$ cat src/rtl/cfs_pkg.sv
package cfs_pkg;
  localparam int unsigned MCK_W = 2;

  typedef enum logic [1:0] {
    ST_IDLE       = 2'd0,
    ST_FORCE_MCK  = 2'd1,
    ST_FORCE_MAIN = 2'd2,
    ST_DONE       = 2'd3
  } cfs_state_e;

  localparam logic             MAIN_SEL_RC   = 1'b0;
  localparam logic             MAIN_SEL_XTAL = 1'b1;
  localparam logic [MCK_W-1:0] MCK_SEL_MAIN  = 2'd1;
endpackage

$ cat src/rtl/cfs_edge_sync.sv
module cfs_edge_sync #(
  parameter int unsigned SYNC_STAGES = 2
) (
  input  logic clk_i,
  input  logic rst_ni,
  input  logic async_i,
  output logic rise_o
);
  localparam int unsigned LEN = SYNC_STAGES + 1;

  logic [LEN-1:0] sr_q;

  always_ff @(posedge clk_i or negedge rst_ni) begin
    if (!rst_ni) sr_q <= '0;
    else         sr_q <= {sr_q[LEN-2:0], async_i};
  end

  // the extra stage is the previous synchronized value
  assign rise_o = sr_q[LEN-2] & ~sr_q[LEN-1];
endmodule

$ cat src/rtl/cfs_seq_fsm.sv
module cfs_seq_fsm
  import cfs_pkg::*;
(
  input  logic clk_i,
  input  logic rst_ni,
  input  logic tick_i,
  input  logic fail_i,
  input  logic xtal_sel_i,
  input  logic mck_pll_i,
  output logic fail_o,
  output logic force_mck_o,
  output logic force_main_o,
  output logic force_rc_o,
  output logic done_o
);
  cfs_state_e state_q, state_d;
  logic fail_q, armed_q, pll_q;
  logic force_mck_q, force_main_q;

  // path is fixed when the failure is first captured
  always_ff @(posedge clk_i or negedge rst_ni) begin
    if (!rst_ni) begin
      fail_q  <= 1'b0;
      armed_q <= 1'b0;
      pll_q   <= 1'b0;
    end else if (fail_i && !fail_q) begin
      fail_q  <= 1'b1;
      armed_q <= xtal_sel_i;
      pll_q   <= mck_pll_i;
    end
  end

  always_comb begin
    state_d = state_q;
    if (tick_i) begin
      unique case (state_q)
        ST_IDLE:       if (armed_q) state_d = pll_q ? ST_FORCE_MCK : ST_FORCE_MAIN;
        ST_FORCE_MCK:  state_d = ST_FORCE_MAIN;
        ST_FORCE_MAIN: state_d = ST_DONE;
        default:       state_d = ST_DONE;
      endcase
    end
  end

  always_ff @(posedge clk_i or negedge rst_ni) begin
    if (!rst_ni) begin
      state_q      <= ST_IDLE;
      force_mck_q  <= 1'b0;
      force_main_q <= 1'b0;
    end else begin
      state_q <= state_d;
      if (tick_i && state_q == ST_FORCE_MCK)  force_mck_q  <= 1'b1;
      if (tick_i && state_q == ST_FORCE_MAIN) force_main_q <= 1'b1;
    end
  end

  assign fail_o       = fail_q;
  assign force_mck_o  = force_mck_q;
  assign force_main_o = force_main_q;
  assign force_rc_o   = (state_q != ST_IDLE);
  assign done_o       = (state_q == ST_DONE);
endmodule

$ cat src/rtl/cfs_override.sv
module cfs_override #(
  parameter int unsigned     W     = 1,
  parameter logic [W-1:0]    VALUE = '0
) (
  input  logic         force_i,
  input  logic [W-1:0] sw_i,
  output logic [W-1:0] eff_o
);
  assign eff_o = force_i ? VALUE : sw_i;
endmodule

$ cat src/rtl/clk_fail_switch.sv
module clk_fail_switch
  import cfs_pkg::*;
#(
  parameter int unsigned SYNC_STAGES = 2
) (
  input  logic             clk_i,
  input  logic             rst_ni,
  input  logic             ref_i,
  input  logic             fail_i,
  input  logic             sw_main_sel_i,
  input  logic [MCK_W-1:0] sw_mck_sel_i,
  input  logic             sw_rc_en_i,
  output logic             main_sel_o,
  output logic [MCK_W-1:0] mck_sel_o,
  output logic             rc_en_o,
  output logic             fail_o,
  output logic             done_o
);
  logic tick;
  logic force_mck, force_main, force_rc;

  cfs_edge_sync #(.SYNC_STAGES(SYNC_STAGES)) u_sync (
    .clk_i  (clk_i),
    .rst_ni (rst_ni),
    .async_i(ref_i),
    .rise_o (tick)
  );

  cfs_seq_fsm u_fsm (
    .clk_i       (clk_i),
    .rst_ni      (rst_ni),
    .tick_i      (tick),
    .fail_i      (fail_i),
    .xtal_sel_i  (sw_main_sel_i == MAIN_SEL_XTAL),
    .mck_pll_i   (sw_mck_sel_i[MCK_W-1]),
    .fail_o      (fail_o),
    .force_mck_o (force_mck),
    .force_main_o(force_main),
    .force_rc_o  (force_rc),
    .done_o      (done_o)
  );

  cfs_override #(.W(1), .VALUE(MAIN_SEL_RC)) u_ov_main (
    .force_i(force_main), .sw_i(sw_main_sel_i), .eff_o(main_sel_o)
  );

  cfs_override #(.W(MCK_W), .VALUE(MCK_SEL_MAIN)) u_ov_mck (
    .force_i(force_mck), .sw_i(sw_mck_sel_i), .eff_o(mck_sel_o)
  );

  cfs_override #(.W(1), .VALUE(1'b1)) u_ov_rc (
    .force_i(force_rc), .sw_i(sw_rc_en_i), .eff_o(rc_en_o)
  );
endmodule

$ cat config.mk
export PLATFORM = sky130hd
export DESIGN_NAME = clk_fail_switch
export DESIGN_NICKNAME = d
export VERILOG_FILES = /design/src/rtl/cfs_pkg.sv /design/src/rtl/cfs_edge_sync.sv /design/src/rtl/cfs_seq_fsm.sv /design/src/rtl/cfs_override.sv /design/src/rtl/clk_fail_switch.sv
export SDC_FILE = /design/constraint.sdc
export NUM_CORES = 1
export LEC_CHECK = 0
export ABC_AREA = 1
export BUFFER_PORTS_ARGS = -buffer_cell sky130_fd_sc_hd__buf_2
export CAP_MARGIN = 25
export CORE_AREA = 2 2 39 41
export DETAILED_ROUTE_END_ITERATION = 12
export DIE_AREA = 0 0 41 43
export GPL_ROUTABILITY_DRIVEN = 0
export PLACE_DENSITY = 0.55
export SYNTH_ARGS = -nofsm -noshare
export SYNTH_HDL_FRONTEND = slang
export SYNTH_SLANG_ARGS = --single-unit
$ cat constraint.sdc
create_clock -name clk_i -period 1.05 [get_ports clk_i]
set_input_delay 0.0525 -clock clk_i [delete_from_list [all_inputs] [get_ports clk_i]]
set_output_delay 0.0525 -clock clk_i [all_outputs]
set_load 0.05 [all_outputs]
==> results.cfg <==
[grt]
grt_usage_pct = 11.3
antenna_found_initial = 0
first_global_vias = 340
grt_max_degree = 11
grt_pass1_wl_mm = 1.30
gr-total-overflow = 0

[critical_path]
crit_end = mck_sel_o[0]
reg2reg_from = u_fsm.state_q[1]$_DFFE_PN0P_
critical_path_class = reg -> out
timing.rr.end = u_fsm.state_q[1]$_DFFE_PN0P_
path_cells = or2_1, buf_6
worst-endpoint-arrival_ns = 1.04
critical_path.top_delay_family = flip-flops
crit_path_end_kind = output pin
cp-startpoint = u_fsm.force_mck_o$_DFFE_PN0P_
crit_path_max_incr_delay_ns = 0.40
crit_fanout = 3
critical_path_depth = 2
crit_buf_inv = 1
critical-path-slowest-cell = dfrtp_1
startpoint_type = flip-flop
cp.required_ns = 1.00
r2r_slack_ns = 0.08
r2r_cells = 5

[synthesis]
synth.area.top_cells = dfrtp_1 60%, nand2_1 11%, inv_1 8.1%
syn_inst = 47
synth_fp_nets = 55
yosys_warnings = 0
syn_area_sq_um = 415
synth.top_cell.area_share_pct = 60.2
avgSynthCellArea_sq_um = 8.84
synth_top_area_cell = dfrtp_1
yosysUniqueCellTypes = 12
ys_seq_elements = 10
ys_seq_area_share_pct = 60.2

[clocking]
clkTransAtPathRegs_ns = 0.06
numCtsBuffers = 3
cts_tree = yes
cts.sinks = 10
htreeDepth = 1
clk_latency_ns = 0.26
clock_tree.root_cell = clkbuf_4
clk_path_buf_depth = 2

[final_layout]
fin_nets = 80
final_common_cell = nand2_1
multiInputGateArea_sq_um = 133
seq_area_sq_um = 250
num_antenna_cells = 0
synthToLayoutAreaGrowth_pct = 46.7
layout-drive-gt1-share_pct = 40.0
fillerInstances = 143
final_cell_mix = 12 x nand2_1, 10 x dfrtp_1, 9 x inv_1, 8 x buf_2, 7 x buf_4
fin_util_pct = 44.0

[job]
max_cap_violations = 0

[outcome]
violations = setup timing
outcome = complete, but fails checks

[floorplan]
coreArea_sq_um = 1380
die_h_um = 43
std_cell_rows = 14
die_w_um = 41
start_util_pct = 30.0
die-area_sq_um = 1760
boundaryPins = 14

[routing]
drc = 0
wl_per_cell_um = 8.91
drtAntennaViolNets = 0
drtPass1Iterations = 4
routed_via_density = 4.15
drt_wl_total_um = 766
vias = 357
drtIter0Drc = 5

[sta]
fin_skew_ns = 0.00207
slew_viol_final = 0
min_period_over_period_pct = 104
setup_ws_ns = -0.0436
worstMarginPinSlew_ns = 0.249
relSlewSlack_pct = 83.5
finalHoldViolations = 0
setup_viol = 2
rsz0062_at_grt = yes
period_minus_slack_ns = 1.09
fmax_mhz = 914

[place]
pre_cts_ws_ns = 0.0841
portBuffers = 13
hpwl_um = 546

[pwr]
power_leakage_nw = 0.346
peakVddDrop_mv = 0.647
power_density_nw_per_um2 = 1200

[hold_path]
hp-class = in -> reg
## power by group
group / switching (mW) / leakage (nW) / internal, mW
sequential: 0.00208 / 0.128 / 0.391
combinational: 0.0507 / 0.204 / 0.0308
clock: 0.127 / 0.0138 / 0.132
## Yosys cell counts (all sizes together)
cell type,n
o21bai,1
nor2,5
dfrtp,10
a21o,1
o21ai,2
nand2,14
or2,1
nand3,3
inv,10
## through the flow
step	power, mW	cells	hold WS, ns	cell area [sq um]	TNS (ns)
6_report	0.734	86	0.0687	609	-0.0617
5_1_grt	0.760	86	0.0907	609	-0.140
4_1_cts	0.734	86	0.0719	606	-0.0756
3_5_place_dp	0.469	76	-0.0733	505	0
3_3_place_gp	0.469	76	-0.0755	505	0
2_1_floorplan	0.441	47	-0.243	420	0
## worst min path at each step
| stage | startpoint | endpoint | slack (ns) | cells past startpoint |
|---|---|---|---|---|
| finish | sw_main_sel_i | u_fsm.armed_q$_DFFE_PN0P_ | 0.07 | 3 |
| global route | sw_mck_sel_i[1] | u_fsm.pll_q$_DFFE_PN0P_ | 0.09 | 3 |
| CTS | sw_main_sel_i | u_fsm.armed_q$_DFFE_PN0P_ | 0.07 | 3 |
| detailed placement | rst_ni | u_sync.sr_q[2]$_DFF_PN0_ | -0.07 | 1 |
| global placement | rst_ni | u_sync.sr_q[0]$_DFF_PN0_ | -0.08 | 1 |
| floorplan | rst_ni | u_fsm.armed_q$_DFFE_PN0P_ | -0.24 | 0 |
## layer usage
layer	vias up	part of all wire [%]	GRT usage (%)
met5	-	0	0
met4	0	0.65	8.00
met3	2	4.4	3.14
met2	8	48	16.3
met1	159	47	13.8
li1	188	-	-
## what timing repair did
item	in CTS	in global routing
buffers inserted	5	0
hold buffers	2	0
endpoints found under the setup margin	5	3
pin swaps	2	3
gates resized for setup	7	1
hold endpoints to repair	11	0
## final cells by class
cell class | instances | area share (%)
Inverter | 10 | 6.16
Sequential cell | 10 | 41.1
Clock buffer | 3 | 3.70
Multi-Input combinational cell | 27 | 21.8
Timing Repair Buffer | 20 | 24.0
Tap cell | 16 | 3.29
## cell families (layout without fill, tap and decap cells)
group           count (synthesis)  in the layout  share of synthesized area (%)
compound gates                  4              4                           6.03
buf+inv                        10             33                           9.03
flops                          10             10                           60.2
simple gates                   23             23                           24.7
## worst register-to-register path: cells and delay by family (launching register included)
kind	cells	cell delay [ns]
buffers and inverters	1	0.13
flip-flops	1	0.40
AND/OR/NAND/NOR	4	0.33
## registers in the layout, indices dropped and copies added, names as in the netlist
| name | flops |
|---|---|
| u_fsm.armed_q | 1 |
| u_fsm.force_main_o | 1 |
| u_fsm.fail_o | 1 |
| u_fsm.state_q | 2 |
| u_fsm.pll_q | 1 |
| u_fsm.force_mck_o | 1 |
| u_sync.sr_q | 3 |
No activity file was read; power rests on OpenSTA's default activity.
